### src/rtl/pq_pkg.sv
package pq_pkg;
  localparam logic [7:0] GF_RED = 8'h1d;
  localparam int         MIN_DISKS = 4;

  // Field doubling: sign of the byte picks the reduction mask.
  function automatic logic [7:0] gf_dbl(input logic [7:0] b);
    logic [7:0] msk;
    msk = ($signed(b) < 0) ? 8'hff : 8'h00;
    return {b[6:0], 1'b0} ^ (msk & GF_RED);
  endfunction
endpackage

### src/rtl/pq_lane.sv
module pq_lane
  import pq_pkg::*;
(
  input  logic       clk,
  input  logic       rst_n,
  input  logic       take,
  input  logic       clr,
  input  logic [7:0] din,
  output logic [7:0] nxt_p,
  output logic [7:0] nxt_q
);
  logic [7:0] acc_p;
  logic [7:0] acc_q;

  assign nxt_p = acc_p ^ din;
  assign nxt_q = gf_dbl(acc_q) ^ din;

  always_ff @(posedge clk or negedge rst_n) begin
    if (!rst_n) begin
      acc_p <= '0;
      acc_q <= '0;
    end else if (take) begin
      acc_p <= clr ? 8'h00 : nxt_p;
      acc_q <= clr ? 8'h00 : nxt_q;
    end
  end

  // after the closing beat of an offset nothing is carried over
  p_clear_r6: assert property (@(posedge clk) disable iff (!rst_n)
    take && clr |=> acc_p == 8'h00 && acc_q == 8'h00);
endmodule

### src/rtl/pq_seq.sv
module pq_seq
  import pq_pkg::*;
#(
  parameter int DISK_W = 6,
  parameter int BEAT_W = 8
)(
  input  logic              clk,
  input  logic              rst_n,
  input  logic              start,
  input  logic [DISK_W-1:0] cfg_disks,
  input  logic [BEAT_W-1:0] cfg_beats,
  input  logic              fire,
  input  logic              out_valid,
  output logic              run,
  output logic              last_disk,
  output logic              busy,
  output logic              cfg_err
);
  logic [DISK_W-1:0] top_idx;
  logic [DISK_W-1:0] disk_idx;
  logic [BEAT_W-1:0] beats_left;
  logic              take_start;
  logic              bad_cfg;

  assign busy       = run || out_valid;
  assign take_start = start && !busy;
  assign bad_cfg    = (cfg_disks < DISK_W'(MIN_DISKS)) || (cfg_beats == '0);
  assign last_disk  = (disk_idx == '0);

  always_ff @(posedge clk or negedge rst_n) begin
    if (!rst_n) begin
      run        <= 1'b0;
      cfg_err    <= 1'b0;
      top_idx    <= '0;
      disk_idx   <= '0;
      beats_left <= '0;
    end else if (take_start) begin
      cfg_err <= bad_cfg;
      if (!bad_cfg) begin
        run        <= 1'b1;
        top_idx    <= cfg_disks - DISK_W'(3);
        disk_idx   <= cfg_disks - DISK_W'(3);
        beats_left <= cfg_beats;
      end
    end else if (fire) begin
      if (last_disk) begin
        disk_idx   <= top_idx;
        beats_left <= beats_left - BEAT_W'(1);
        if (beats_left == BEAT_W'(1)) run <= 1'b0;
      end else begin
        disk_idx <= disk_idx - DISK_W'(1);
      end
    end
  end

  // the disk index never leaves the range of data disks
  p_idx_range_r5: assert property (@(posedge clk) disable iff (!rst_n)
    run |-> disk_idx <= top_idx);
  // a start during a job leaves the job configuration untouched
  p_start_ignored_r9: assert property (@(posedge clk) disable iff (!rst_n)
    start && busy |=> $stable(top_idx) && $stable(cfg_err));
  // a rejected configuration never runs
  p_err_idle_r2: assert property (@(posedge clk) disable iff (!rst_n)
    cfg_err |-> !run);
endmodule

### src/rtl/pq_syndrome_gen.sv
module pq_syndrome_gen #(
  parameter int LANES  = 8,
  parameter int DISK_W = 6,
  parameter int BEAT_W = 8
)(
  input  logic                clk,
  input  logic                rst_n,
  input  logic                start,
  input  logic [DISK_W-1:0]   cfg_disks,
  input  logic [BEAT_W-1:0]   cfg_beats,
  input  logic                in_valid,
  output logic                in_ready,
  input  logic [LANES*8-1:0]  in_data,
  output logic                out_valid,
  input  logic                out_ready,
  output logic [LANES*8-1:0]  out_p,
  output logic [LANES*8-1:0]  out_q,
  output logic                busy,
  output logic                cfg_err
);
  localparam int BUS_W = LANES * 8;

  logic             run;
  logic             last_disk;
  logic             fire;
  logic             emit;
  logic [BUS_W-1:0] sum_p;
  logic [BUS_W-1:0] sum_q;

  assign in_ready = run && (!out_valid || out_ready);
  assign fire     = in_valid && in_ready;
  assign emit     = fire && last_disk;

  pq_seq #(.DISK_W(DISK_W), .BEAT_W(BEAT_W)) u_seq (
    .clk(clk), .rst_n(rst_n), .start(start), .cfg_disks(cfg_disks),
    .cfg_beats(cfg_beats), .fire(fire), .out_valid(out_valid),
    .run(run), .last_disk(last_disk), .busy(busy), .cfg_err(cfg_err)
  );

  for (genvar k = 0; k < LANES; k++) begin : g_lane
    pq_lane u_lane (
      .clk(clk), .rst_n(rst_n), .take(fire), .clr(last_disk),
      .din(in_data[8*k +: 8]),
      .nxt_p(sum_p[8*k +: 8]), .nxt_q(sum_q[8*k +: 8])
    );
  end

  always_ff @(posedge clk or negedge rst_n) begin
    if (!rst_n) begin
      out_valid <= 1'b0;
      out_p     <= '0;
      out_q     <= '0;
    end else if (emit) begin
      out_valid <= 1'b1;
      out_p     <= sum_p;
      out_q     <= sum_q;
    end else if (out_ready) begin
      out_valid <= 1'b0;
    end
  end

  // a stalled result is held
  p_hold_r7: assert property (@(posedge clk) disable iff (!rst_n)
    out_valid && !out_ready |=> out_valid && $stable(out_p) && $stable(out_q));
  // no beat is taken while the result register is blocked
  p_stall_r7: assert property (@(posedge clk) disable iff (!rst_n)
    out_valid && !out_ready |-> !in_ready);
  // the disk-0 beat produces a result in the next cycle
  p_emit_r5: assert property (@(posedge clk) disable iff (!rst_n)
    fire && last_disk |=> out_valid);
endmodule

### config.mk
export PLATFORM = sky130hd
export DESIGN_NAME = pq_syndrome_gen
export DESIGN_NICKNAME = d
export VERILOG_FILES = /design/src/rtl/pq_pkg.sv /design/src/rtl/pq_lane.sv /design/src/rtl/pq_seq.sv /design/src/rtl/pq_syndrome_gen.sv
export SDC_FILE = /design/constraint.sdc
export NUM_CORES = 1
export LEC_CHECK = 0
export ABC_AREA = 1
export CAP_MARGIN = 20
export CORE_ASPECT_RATIO = 1.75
export CORE_MARGIN = 2
export CORE_UTILIZATION = 57
export CTS_CLUSTER_SIZE = 25
export DETAILED_ROUTE_END_ITERATION = 10
export DONT_BUFFER_PORTS = 1
export GPL_TIMING_DRIVEN = 0
export PLACE_DENSITY = 0.75
export RECOVER_POWER = 50
export SLEW_MARGIN = 0
export SYNTH_ARGS = -nofsm -noshare
export SYNTH_HDL_FRONTEND = slang
export SYNTH_SLANG_ARGS = --single-unit
### constraint.sdc
create_clock -name clk -period 1.6 [get_ports clk]
set_input_delay 0.16 -clock clk [delete_from_list [all_inputs] [get_ports clk]]
set_output_delay 0.16 -clock clk [all_outputs]
set_load 0.1 [all_outputs]
**Yosys cells after proc, flatten, opt, wreduce, memory -nomap -nowiden**

Cells that the tools add are included.

- Add/sub/neg operators: 3
- Order comparisons: 9
- Equal/unequal tests: 2
- Mux-type cells: 39
- Bitwise operators: 25
- Reductions and logical operators: 19

Operators with widths:

| operator | number |
|---|---|
| 2-to-1 mux 8 bit | 20 |
| XOR 8 bit | 16 |
| < comparator 8 x 1 -> 1 bit (second input constant) | 8 |
| XOR 8 x 5 -> 8 bit | 8 |
| 2-to-1 mux 5 bit | 8 |
| 2-to-1 mux 6 bit | 4 |
| equality test 8 x 1 -> 1 bit (second input constant) | 1 |
| zero test 8 bit | 1 |
| nonzero test 2 bit | 4 |
| subtractor 8 x 1 -> 8 bit (second input constant) | 1 |
| 2-to-1 mux 1 bit | 7 |
| zero test 6 bit | 1 |
| < comparator 6 x 3 -> 1 bit (second input constant) | 1 |
| subtractor 6 x 1 -> 6 bit (second input constant) | 1 |
| subtractor 6 x 2 -> 6 bit (second input constant) | 1 |
| logical AND 1 bit | 4 |
| AND reduction 2 bit | 2 |
| AND reduction 4 bit | 1 |
| logical OR 1 bit | 3 |
| AND reduction 3 bit | 1 |
| zero test 1 bit | 2 |
| != test 2 bit (second input constant) | 1 |
| inverter 1 bit | 1 |

- Register bits after elaboration: 279
- Bits of input ports: 83
- Output and inout bits: 132

**Longest topological paths before layout**

- Depth in word-level cells: 6
- Mapped depth: 11

**Modules after synthesis**

A second synthesis with hierarchy kept.

- Cell total of the unflattened synthesis: 1662
- Area total of the unflattened synthesis: 14102.3 um2

By module, submodules not included:

| module | times used | cells an instance | area an instance (um2) | seq. area each (um2) |
|---|---|---|---|---|
| pq_lane | 8 | 106 | 897.1 | 400.4 |
| pq_syndrome_gen | 1 | 576 | 5333.9 | 3228.1 |
| pq_seq | 1 | 238 | 1591.5 | 550.5 |

**Worst setup path before layout**

No wires, ideal clock.

- Path type: register -> register
- Start: reg out_valid
- End: reg out_q[19]
- Setup time: 0.132 ns
- Arrival: 2.373 ns
- Path slack: -0.905 ns
- Cell stages (with the launch flop): 12
- Clock period less this slack: 2.505 ns
- Cells stage by stage: dfrtp_1 inv_1 nor2_2 nor2_4 nand2_4 inv_4 nand2_2 buf_6 buf_6 buf_6 nand2_1 o21ai_1

- Word-level cells in the longest chain between the ends: 5

RTL lines:

| element | line | RTL |
|---|---|---|
| start: declaration | pq_syndrome_gen.sv:14 | `output logic out_valid,` |
| start signal: assignment | pq_syndrome_gen.sv:50 | `out_valid <= 1'b0;` |
| start signal: assignment | pq_syndrome_gen.sv:54 | `out_valid <= 1'b1;` |
| start signal: assignment | pq_syndrome_gen.sv:58 | `out_valid <= 1'b0;` |
| zero test 1 bit | pq_syndrome_gen.sv:30 | `assign in_ready = run && (!out_valid \|\| out_ready);` |
| logical OR 1 bit | pq_syndrome_gen.sv:30 |  |
| logical AND 1 bit | pq_syndrome_gen.sv:30 |  |
| named net in_ready | pq_syndrome_gen.sv:12 | `output logic in_ready,` |
| logical AND 1 bit | pq_syndrome_gen.sv:31 | `assign fire = in_valid && in_ready;` |
| logical AND 1 bit | pq_syndrome_gen.sv:32 | `assign emit = fire && last_disk;` |
| end signal: assignment | pq_syndrome_gen.sv:56 | `out_q <= sum_q;` |
| end: declaration | pq_syndrome_gen.sv:17 | `output logic [LANES*8-1:0] out_q,` |

The timed path passes the listed nets, and every way through them passes these cells.
A chain may end at the register's enable or synchronous reset.

**Worst setup path in the final report**

- Start: reg out_valid
- End: reg out_q[43]

The elaborated chain is that of the path after synthesis.

==> results.toml <==
[run_status]
run_status = "complete, but fails checks"
failed_checks = "hold timing, setup timing"

[critical_path]
cp.arrival_ps = 2830
crit_family = "simple AND/OR/NAND/NOR gates"
cp-end-kind = "flip-flop"
cpMaxStageDelayCell = "dfrtp_4"
cp.required_ps = 1970
start_kind = "flip-flop"
critical-path-max-stage-delay_ps = 630
worst-path-buf-inv = 5
cp_max_fo = 10
path_class = "reg -> reg"
crit_chain = "inv_4, nor2_4, nor2_4, nand2_4, inv_6, nand2_4, buf_8, buf_12, buf_8, nand2_1, o21ai_1"

[flow_run]
maxCapViolCount = 0

[final_layout]
fin_util_pct = 70.6
postLayoutCellArea_sq_um = 14800
fill_cells = 1497
fin_nets = 1443
syn2layout_area_growth_pct = 21.6
drive_above_1_share_pct = 13.5

[cts]
clkSlewWorstSetupHoldPaths_ps = 60
cts_hold_buffers = 81
cts_tree = "done"
cts_buffer_depth = 3
worstSkewPairLatency_ps = 530
htreeDepth = 1
cts_buffers = 25
clockRootBuffer = "clkbuf_16"
cts.sinks = 279

[grt]
gr-usage-met2_pct = 52.6
grtUsageMet3_pct = 6.04
antenna_found_initial = 2
grt_pass1_wl_um = 50500
busiest_layer = "met2"
grt_usage_pct = 28.7
use_met1_pct = 31.6
grt_start_max_net_pins = 280
grt_pass1_vias = 9677
grt-ovfl-total = 0

[placement]
gp_congestion = 0.851
port-buffer-count = 0
dp_slack_ps = -1040
dpl-instance-area_sq_um = 12500
dp_hpwl_um = 21800

[timing]
skew_ps = 6.89
slew_headroom_pct = 32.7
post-route-period-util_pct = 154
worst_pin_slew_ps = 1010
worst_slack_ps = -856
timing.hold.ws_ps = -677
drv_slew = 0
timing.fmax_ghz = 0.407
period_needed_ps = 2460
finalSetupViolCount = 410
rsz0062_at_grt = "yes"
hold_viol_final = 279

[logic_synthesis]
synth.most_common_cell = "nand2_1"
yosysUniqueCellTypes = 30
synth_common_cells = "363 x nand2_1, 279 x dfrtp_1, 138 x o21ai_0"
synth.net_count = 1320
synth.largest_area_cell = "dfrtp_1"
synth-main-ff-cell = "dfrtp_1"
yosys-top-cells-area = "dfrtp_1 57%, nand2_1 11%, xnor2_1 8.8%"
synthCells = 1233
synth.top_cell.area_share_pct = 57.4
synth_edf_count = 0
yosysSeqAreaShare_pct = 57.4
ys_seq_elements = 279
postSynthAreaPerCell_sq_um = 9.86
synth_warnings = 0
netlist_area_sq_um = 12200
async_flop_share_pct = 100

[min_path]
min_path_type = "in -> async"

[floorplanning]
die_area_sq_um = 22600
die_w_um = 114
core_sq_um = 20900
rows = 70
io_pins = 215
die_h_um = 197
initial_utilization_pct = 58.1

[detailed_routing]
firstDrtPassIters = 5
num_vias = 9093
ant_nets = 0
wl_um = 32200
wl_per_cell_um = 19.8
drt_iter0_drc = 576
viasPerCell = 5.59
drc = 0
[sequential cells by signal, indices dropped and copies added, names as in the netlist]
name,flops
u_seq.disk_idx,6
u_seq.cfg_err,1
out_p,64
g_lane.u_lane.acc_p,64
u_seq.run,1
g_lane.u_lane.acc_q,64
out_q,64
out_valid,1
u_seq.beats_left,8
u_seq.top_idx,6
[layout by cell type (no fill, tap or decap), drive strengths merged, types with 5 or more instances in the layout]
cell	instances
nand4	7
nand2	369
inv	27
nand3	41
buf	52
o21ai	248
clkinv	5
xor2	34
clkbuf	66
dfrtp	279
xnor2	122
dlygate4sd3	81
nor2	24
[layout make-up]
cell class | instances | area (sq um) | share of cell area, %
Antenna cell | 2 | 5.00 | 0.0339
Buffer | 68 | 776 | 5.25
Sequential cell | 279 | 6990 | 47.3
Tap cell | 252 | 315 | 2.13
Clock inverter | 8 | 71.3 | 0.482
Timing Repair Buffer | 96 | 1060 | 7.16
Multi-Input combinational cell | 860 | 4740 | 32.1
Inverter | 26 | 105 | 0.711
Clock buffer | 36 | 727 | 4.92
[worst reg2reg max path, stage by stage, from the launching register on]
cell and delay (ps):
dfrtp_4 630, inv_4 120, nor2_4 40, nor2_4 530
nand2_4 140, inv_6 130, nand2_4 80, buf_8 180
buf_12 150, buf_8 140, nand2_1 70, o21ai_1 100
[per-stage QoR]
step	TNS [ps]	std cells	hold slack, ps
floorplan	-152210	1233	-136
global placement	-237100	1485	-129
detailed placement	-241860	1485	-130
CTS	-206020	1618	-693
global route	-235560	1627	-695
finish	-213610	1627	-677
[what timing repair did]
action / CTS / global route
hold endpoints to repair: 556 / 279
setup buffers: 6 / 2
pin swaps: 3 / 2
gates resized for setup: 88 / 54
setup endpoints to repair: 410 / 410
cloned: 2 / 5
[final timing paths]
kind / start / to / slack (ps) / cells past startpoint
max: out_valid$_DFFE_PN0P_ / out_q[43]$_DFFE_PN0P_ / -860 / 11
min in group clk: cfg_disks[2] / u_seq.disk_idx[5]$_DFFE_PN0P_ / 60 / 7
min reg2reg: u_seq.top_idx[1]$_DFFE_PN0P_ / u_seq.top_idx[1]$_DFFE_PN0P_ / 490 / 2
min: rst_n / u_seq.cfg_err$_DFFE_PN0P_ / -680 / 0
max reg2reg: out_valid$_DFFE_PN0P_ / out_q[43]$_DFFE_PN0P_ / -860 / 11
max in group asynchronous: rst_n / out_p[19]$_DFFE_PN0P_ / 1690 / 0
[per-layer routing]
| metal | routed length, um | up-vias |
|---|---|---|
| li1 | - | 4240 |
| met1 | 11700 | 4518 |
| met2 | 17600 | 267 |
| met3 | 1860 | 68 |
| met4 | 1170 | 0 |
| met5 | 0 | - |
[cells by family after synthesis]
| kind of cell | count (synthesis) | synth area share, % |
|---|---|---|
| fa+ha+maj | 4 | 0.412 |
| xor+xnor | 156 | 11.2 |
| buf+inv | 94 | 4.57 |
| simple gates | 449 | 15.0 |
| flops | 279 | 57.4 |
| compound gates | 251 | 11.4 |
Power is not shown: default switching activity piles up to over one toggle a cycle in this logic, so the estimate is an artifact.
